`src/rtl/spi_slave_bufpath.sv`:
```
module spi_slave_bufpath #(
  parameter int FSW = 4
) (
  input  logic                clk,
  input  logic                rst_n,
  input  logic                sck,
  input  logic                ss_n,
  input  logic                mosi,
  output logic                miso,
  input  logic [FSW-1:0]      frame_size,
  input  logic [(1<<FSW)-1:0] tx_data,
  input  logic                tx_valid,
  output logic                tx_take,
  output logic                tx_underflow,
  output logic [(1<<FSW)-1:0] rx_data,
  output logic                rx_valid,
  output logic                frame_lost
);
  localparam int DW = 1 << FSW;

  logic [2:0]     sck_q, ss_q;
  logic [1:0]     mosi_q;
  logic [FSW-1:0] cnt, last_idx;
  logic [DW-1:0]  tx_sh, tx_buf, rx_sh, rx_word, rx_mask;
  logic           tx_loaded, buf_full;

  wire sel       = ~ss_q[1];
  wire sel_on    = ~ss_q[1] & ss_q[2];
  wire sel_off   = ss_q[1] & ~ss_q[2];
  wire rise      = sck_q[1] & ~sck_q[2];
  wire fall      = ~sck_q[1] & sck_q[2];
  wire last_rise = sel & rise & (cnt == last_idx);
  wire grab      = sel & fall & (cnt == FSW'(1)) & tx_valid & ~buf_full;
  wire idle_load = ~sel & ~sel_off & ~tx_loaded & (buf_full | tx_valid);

  assign last_idx = (frame_size < FSW'(3)) ? FSW'(3) : frame_size;
  assign rx_mask  = ~(({DW{1'b1}} << last_idx) << 1);
  assign rx_word  = {rx_sh[DW-2:0], mosi_q[1]} & rx_mask;
  assign miso     = tx_sh[last_idx];
  assign tx_take  = grab | (idle_load & ~buf_full);

  always_ff @(posedge clk or negedge rst_n) begin
    if (!rst_n) begin
      sck_q  <= '0;
      ss_q   <= '1;
      mosi_q <= '0;
    end else begin
      sck_q  <= {sck_q[1:0], sck};
      ss_q   <= {ss_q[1:0], ss_n};
      mosi_q <= {mosi_q[0], mosi};
    end
  end

  always_ff @(posedge clk or negedge rst_n) begin
    if (!rst_n) begin
      cnt          <= '0;
      tx_sh        <= '0;
      tx_buf       <= '0;
      rx_sh        <= '0;
      rx_data      <= '0;
      tx_loaded    <= 1'b0;
      buf_full     <= 1'b0;
      rx_valid     <= 1'b0;
      frame_lost   <= 1'b0;
      tx_underflow <= 1'b0;
    end else begin
      rx_valid     <= 1'b0;
      frame_lost   <= 1'b0;
      tx_underflow <= 1'b0;
      if (sel_off) begin
        cnt <= '0;
        if (cnt != '0) begin
          frame_lost <= 1'b1;
          tx_loaded  <= 1'b0;
          tx_sh      <= '0;
        end
      end else if (sel) begin
        if (sel_on && !tx_loaded) tx_underflow <= 1'b1;
        if (rise) begin
          rx_sh <= {rx_sh[DW-2:0], mosi_q[1]};
          cnt   <= cnt + 1'b1;
        end
        if (last_rise) begin
          cnt      <= '0;
          rx_data  <= rx_word;
          rx_valid <= 1'b1;
          buf_full <= 1'b0;
          if (buf_full) begin
            tx_sh     <= tx_buf;
            tx_loaded <= 1'b1;
          end else begin
            tx_sh        <= '0;
            tx_loaded    <= 1'b0;
            tx_underflow <= 1'b1;
          end
        end
        if (fall && cnt != '0) tx_sh <= tx_sh << 1;
        if (grab) begin
          tx_buf   <= tx_data;
          buf_full <= 1'b1;
        end
      end else if (idle_load) begin
        tx_sh     <= buf_full ? tx_buf : tx_data;
        tx_loaded <= 1'b1;
        buf_full  <= 1'b0;
      end
    end
  end
endmodule

```
`config.mk`:
```
export PLATFORM = sky130hd
export DESIGN_NAME = spi_slave_bufpath
export DESIGN_NICKNAME = d
export VERILOG_FILES = /design/src/rtl/spi_slave_bufpath.sv
export SDC_FILE = /design/constraint.sdc
export NUM_CORES = 1
export LEC_CHECK = 0
export ABC_CLOCK_PERIOD_IN_PS = 2100
export CELL_PAD_IN_SITES_DETAIL_PLACEMENT = 1
export CELL_PAD_IN_SITES_GLOBAL_PLACEMENT = 1
export CORE_ASPECT_RATIO = 1.1
export CORE_MARGIN = 2
export CORE_UTILIZATION = 40
export DETAILED_ROUTE_END_ITERATION = 10
export PLACE_DENSITY_LB_ADDON = 0.1
export SETUP_SLACK_MARGIN = 0.1
export SYNTH_ARGS = -nofsm -noshare
export SYNTH_HDL_FRONTEND = slang
export SYNTH_SLANG_ARGS = --single-unit
```
`constraint.sdc`:
```
create_clock -name clk -period 2.1 [get_ports clk]
set_clock_uncertainty 0.1 [all_clocks]
set_input_delay 0.315 -clock clk [delete_from_list [all_inputs] [get_ports clk]]
set_output_delay 0.315 -clock clk [all_outputs]
set_load 0.05 [all_outputs]
```
======== Word-level counts from Yosys, hierarchy flattened ========
Cells that the tools add are included.
word-level totals
  bits in registers ....................... 80
  output and inout bits ................... 21
  logic and storage cells ................. 98
  input port bits ......................... 26
operators by class
  add/subtract/negate cells ............... 1
  multiplexer cells ....................... 35
  shift operators ......................... 1
  equal/unequal tests ..................... 6
  $lt $le $gt $ge ......................... 2
  bitwise logic cells ..................... 25
  reduce and logical (&&, ||, !) cells .... 15
operators with widths
  operator                                                     number
  2-to-1 mux 16 bit                                            8
  2-to-1 mux 1 bit                                             21
  2-to-1 mux 4 bit                                             5
  AND reduction 3 bit                                          6
  AND 16 bit                                                   1
  inverter 16 bit                                              1
  left shift 16 x 4 -> 15 bit (first input constant)           1
  AND 1 bit                                                    14
  nonzero test 3 bit                                           3
  nonzero test 4 bit                                           2
  inverter 1 bit                                               7
  != test 2 x 1 -> 1 bit (second input constant)               3
  less-than comparator 4 x 5 -> 1 bit (second input constant)  1
  adder 4 x 1 -> 4 bit (second input constant)                 1
  binary-select mux 1 bit (select 4 bit)                       1
  equality test 4 x 1 -> 1 bit (second input constant)         1
  equality test 4 bit                                          1
  less-than comparator 4 x 2 -> 1 bit (second input constant)  1
  != test 3 x 1 -> 1 bit (second input constant)               1
  logical AND 1 bit                                            2
  bitwise OR 1 bit                                             2
  AND reduction 2 bit                                          1
  logical NOT 1 bit                                            1

======== Logic depth before layout (Yosys ltp) ========
  depth after elaboration ................. 9
  depth in mapped cells ................... 9

======== Least setup slack after synthesis ========
No wires, ideal clock.
  path type ............................... register to register
  from .................................... register ss_q[1]
  to ...................................... register tx_sh[10]
  data required time ...................... 1875 ps
  stages on the path, launching flop included .. 10
  path slack .............................. -209 ps
  setup time .............................. 125 ps
  arrival ................................. 2084 ps
  buffers on the path ..................... 3
  period minus slack after synthesis ...... 2309 ps
  path through ............................ dfstp_2 > buf_6 > nor3b_4 > nand3_1 > or3_1 > buf_6 > inv_6 > o31ai_4 > buf_6 > mux2_4
on the way
  longest elaborated chain between the ends .. 7
  elaborated cells between the ends (all ways) .. 14
  classes of those cells .................. eq/ne: 2; mux: 2; bitwise: 8; reduce/logical: 2
RTL lines
  item                              line  text
  start: declaration                21    logic [2:0] sck_q, ss_q;
  start signal: assignment          49    ss_q <= {ss_q[1:0], ss_n};
  AND 1 bit                         29    wire sel_off = ss_q[1] & ~ss_q[2];
  inverter 1 bit (no line)          -
  AND 1 bit (3 in series)           34    wire idle_load = ~sel & ~sel_off & ~tx_loaded & (buf_full | tx_valid);
  != test 3 x 1 -> 1 bit (no line)  -
  AND reduction 3 bit (no line)     -
  end signal: assignment            89    tx_sh <= tx_buf;
  end signal: assignment            97    if (fall && cnt != '0) tx_sh <= tx_sh << 1;
  end signal: assignment            103   tx_sh <= buf_full ? tx_buf : tx_data;
  end: declaration                  24    logic [DW-1:0] tx_sh, tx_buf, rx_sh, rx_word, rx_mask;
Parallel ways exist; a longest one is shown, timed or not.
A chain may end at the register's enable or synchronous reset.

======== Final worst setup path ========
  from .................................... register tx_sh[8]
  to ...................................... output port miso
on the way
  longest elaborated chain between the ends .. 2
RTL lines
  item                                    line  text
  binary-select mux 1 bit (select 4 bit)  39    assign miso = tx_sh[last_idx];
  2-to-1 mux 1 bit (not written as such)  39
  end: declaration                        9     output logic miso,
No other way between the ends. The select of a mux whose other input is x is not followed.

==> results.txt <==
----------------------------------------------------
[Logic synthesis]
  Post-synthesis sequential area ratio ... 0.521
  Number of register bits inferred by synthesis ... 80
  Count of yosys warnings during synthesis ... 0
  Synthesized instance count ... 328
  Post-synth net total ... 357
  Post-Synthesis Mean Instance Area ... 11.7 um^2
  Number of unique standard cell types used by synthesis ... 41
  Netlist area before placement ... 0.00385 mm^2

[Setup path]
  Buffer and inverter count on the worst path ... 1
  Startpoint kind of the worst setup timing path ... flip-flop
  Largest stage delay, worst path ... 500 ps
  Arr. time, crit path ... 1920 ps
  Critical Path Stages ... 3
  Cells on worst reg2reg path ... 7
  Kind of end point of the critical path ... output pin
  Cell class contributing the biggest share of worst-path delay ... multiplexers
  Worst Path Required ... 1680 ps
  Cell type with the highest occurrence count on the critical path ... sky130_fd_sc_hd__mux4_2
  Critical path fanouts, max ... 2
  Slowest CP cell ... sky130_fd_sc_hd__mux4_2
  Cell-by-cell trace of the critical path ... mux4_2 -> mux4_2 -> buf_6
  Critical path class ... reg -> out

[Power]
  Worst vdd ir ... 0.300 mV
  Power density over the cells ... 860 mW/mm^2
  Portion of total power attributed to combinational logic ... 0.202
  Switching pwr ... 1.16 mW
  Share of total power in sequential cells ... 0.433
  Cell-internal power ... 3.28 mW
  Leakage power figure ... 2.35 nW
  Switching share of total power ... 0.262
  Clk pwr share ... 0.365

[Routing]
  Antenna Violating Nets Remaining ... 0
  Total vias in the final route ... 2818
  DRC ... 0
  Total wire length ... 9340 um
  Average detailed-routed wire length per instance ... 17.5 um
  Number of violations reported at the end of detailed-routing iteration 0 ... 32
  Avg Vias per Cell ... 5.28
  Number of optimization iterations in the first detailed-route pass ... 4

[STA]
  Hold violation count in the final report ... 0
  Final period demand of the worst path ... 2330 ps
  Total negative setup slack ... -232 ps
  Max-slew violation count ... 0
  Share of the clock period used by the worst path after layout ... 1.11
  Worst Hold Slack ... 253 ps
  Final critical-path setup slack ... -232 ps
  Setup repair after global routing missed its margin ... true
  Worst slew pin tran ... 498 ps
  Worst max-slew margin expressed relative to the limit ... 0.667
  Number of setup violations in the final report ... 1
  Fmax ... 0.429 GHz

[Floorplan]
  Die Footprint ... 0.0104 mm^2
  Floorplan die height ... 107 um
  Effective utilization at floorplan ... 0.412
  Horizontal die dimension ... 97.6 um
  Number of rows in the core area ... 37
  Floorplan Core Area ... 0.00935 mm^2
  I/O pin total ... 47

[Clock network]
  Clock transition time at the flip-flop clock pins of the worst setup and hold paths ... 80 ps
  Number of buffers between clock root and the deepest sink ... 2
  Root buffer selected by CTS ... sky130_fd_sc_hd__clkbuf_8
  Clock insertion delay at the later pin of the skew report ... 360 ps
  H-tree level count ... 3
  Number of buffers created by CTS ... 9
  Number of clock sinks seen by CTS ... 80
  Clock tree from TritonCTS ... done

[Global routing]
  Via count of the first global-routing pass ... 3079
  Number of antenna violations at the first check in global routing ... 0
  Grt met2 use ... 0.341
  All-layer global routing usage ... 0.193
  Leftover overflow at the end of global routing ... 0
  Met1 Use GR ... 0.236
  Pin count of the biggest net entering global routing ... 36
  First-pass GRT wire length ... 15700 um
  Global-route met3 utilization ... 0.0267
  Most crowded layer after global routing ... met2

[Final layout]
  Number of nets in the layout ... 441
  Share of layout cells above drive strength 1 ... 0.333
  Leading cell types in the layout, fill and taps excluded ... sky130_fd_sc_hd__dfrtp_1 (74), sky130_fd_sc_hd__clkdlybuf4s50_1 (39), sky130_fd_sc_hd__buf_4 (39)
  Diode insertion count for antenna repair ... 0
  Layout overhead on the synthesized area ... 34.1%
  Fillers ... 1001
  Most common cell after layout, fill and taps aside ... sky130_fd_sc_hd__dfrtp_1

[Placed design]
  Final RePlAce weighted congestion ... 0.752
  Count of input and output buffers ... 46
  Half-perimeter wire length after detailed placement ... 6560 um

[Run status]
  Result of the run ... finished with violations
  Violated checks ... setup timing

[Min path]
  Min-delay worst type ... reg -> reg
  Worst hold stages ... 0

[Run]
  Max Cap Violations ... 0

----------------------------------------------------
==> what timing repair did <==
item	CTS	global route
cloned	1	0
hold buffers	1	0
pin swaps	9	8
gates resized for setup	25	17
setup buffers	12	3
endpoints found under the setup margin	32	26
endpoints found under the hold margin	23	0
==> cells in the mapped netlist <==
cell,number,area share
sky130_fd_sc_hd__clkinv_1,1,0.00097
sky130_fd_sc_hd__a21o_1,3,0.0058
sky130_fd_sc_hd__mux2_4,9,0.035
sky130_fd_sc_hd__a21oi_1,15,0.019
sky130_fd_sc_hd__inv_6,1,0.0023
sky130_fd_sc_hd__nand2_1,37,0.036
sky130_fd_sc_hd__o21a_1,2,0.0039
sky130_fd_sc_hd__nand4_1,4,0.0065
sky130_fd_sc_hd__clkbuf_1,15,0.015
sky130_fd_sc_hd__mux2i_1,18,0.047
sky130_fd_sc_hd__nand3_1,8,0.010
sky130_fd_sc_hd__nand2b_1,1,0.0016
sky130_fd_sc_hd__and4b_1,1,0.0026
sky130_fd_sc_hd__inv_1,5,0.0049
sky130_fd_sc_hd__ha_1,3,0.0097
sky130_fd_sc_hd__buf_2,3,0.0039
sky130_fd_sc_hd__o311ai_0,1,0.0023
sky130_fd_sc_hd__mux4_2,4,0.023
sky130_fd_sc_hd__o31ai_4,1,0.0055
sky130_fd_sc_hd__or3_1,1,0.0016
sky130_fd_sc_hd__buf_6,3,0.0088
sky130_fd_sc_hd__a31o_2,1,0.0023
sky130_fd_sc_hd__nor3b_4,1,0.0049
sky130_fd_sc_hd__o21ai_0,18,0.023
sky130_fd_sc_hd__nor3b_1,1,0.0020
sky130_fd_sc_hd__o22ai_1,15,0.024
sky130_fd_sc_hd__a22oi_1,1,0.0020
sky130_fd_sc_hd__a21boi_0,1,0.0020
sky130_fd_sc_hd__and2_1,16,0.026
sky130_fd_sc_hd__and3_1,2,0.0032
sky130_fd_sc_hd__dfstp_2,3,0.020
sky130_fd_sc_hd__a21oi_2,1,0.0023
sky130_fd_sc_hd__mux2_2,37,0.11
sky130_fd_sc_hd__nor2b_1,2,0.0032
sky130_fd_sc_hd__nor2_1,4,0.0039
sky130_fd_sc_hd__o21bai_1,2,0.0039
sky130_fd_sc_hd__xnor2_1,4,0.0091
sky130_fd_sc_hd__o2bb2ai_1,1,0.0023
sky130_fd_sc_hd__a31oi_1,2,0.0032
sky130_fd_sc_hd__o2111ai_1,3,0.0068
sky130_fd_sc_hd__dfrtp_1,77,0.50
==> area by class of cell <==
type                            count  area [um^2]  area share
Timing Repair Buffer               94          901       0.174
Clock buffer                        9          124      0.0240
Tap cell                          117          146      0.0283
Clock inverter                      7          168      0.0325
Multi-Input combinational cell    220         1790       0.346
Inverter                            7         31.3     0.00606
Sequential cell                    80         2010       0.389
==> logic make-up (layout without fill, tap and decap cells) <==
kind of cell / Yosys count / after routing / share of synthesized area
fa+ha+maj: 3 / 3 / 0.00975
mux: 68 / 68 / 0.213
flops: 80 / 80 / 0.521
simple gates: 78 / 78 / 0.102
xor+xnor: 4 / 4 / 0.00910
compound gates: 67 / 67 / 0.109
buf+inv: 28 / 117 / 0.0354
==> power by group through the flow <==
stage               Clock (mW)  Combinational [mW]  Sequential, mW
floorplan                    0               0.461            1.96
global placement             0               0.778            1.95
detailed placement           0               0.802            1.96
CTS                       1.66               0.882            1.92
global route              1.72               0.971            1.96
finish                    1.62               0.895            1.93
==> path summary, 6_finish.rpt <==
path,from,endpoint,slack (ps)
max,tx_sh[8],miso,-230
min,sck_q[0],sck_q[1],250
max reg2reg,sck_q[2],tx_sh[9],90
min reg2reg,sck_q[0],sck_q[1],250
max in group asynchronous,rst_n,ss_q[1],930
min in group asynchronous,rst_n,tx_sh[15],310
==> registers in the layout, indices dropped and copies added, names as in the netlist <==
signal / count
rx_valid: 1
cnt: 4
tx_sh: 16
ss_q: 3
tx_underflow: 1
mosi_q: 2
buf_full: 1
tx_loaded: 1
rx_sh: 15
sck_q: 3
tx_buf: 16
rx_data: 16
frame_lost: 1
==> routing by layer <==
layer / wire length, um / vias to the layer above
met2: 4850 / 47
met3: 221 / 15
met1: 4040 / 1416
met4: 223 / 0
met5: 0 / -
li1: - / 1340
==> through the flow <==
stage	setup WS [ps]	util	instance area (um^2)	cells	total power, mW
after floorplan	-129	-	3860	328	2.43
after global placement	-488	0.494	4620	501	2.72
after detailed placement	-519	0.494	4620	501	2.76
after CTS	-240	0.546	5110	531	4.46
after global routing	-300	0.552	5160	534	4.66
final	-232	0.552	5160	534	4.44
==> worst register-to-register path: cells and delay by family, from the launching register on <==
kind	cells	cell delay, ps
compound gates	1	70
buf+inv	2	260
flops	1	430
mux	1	300
simple gates	3	740
Note: power is estimated with default switching activity, not from simulation.
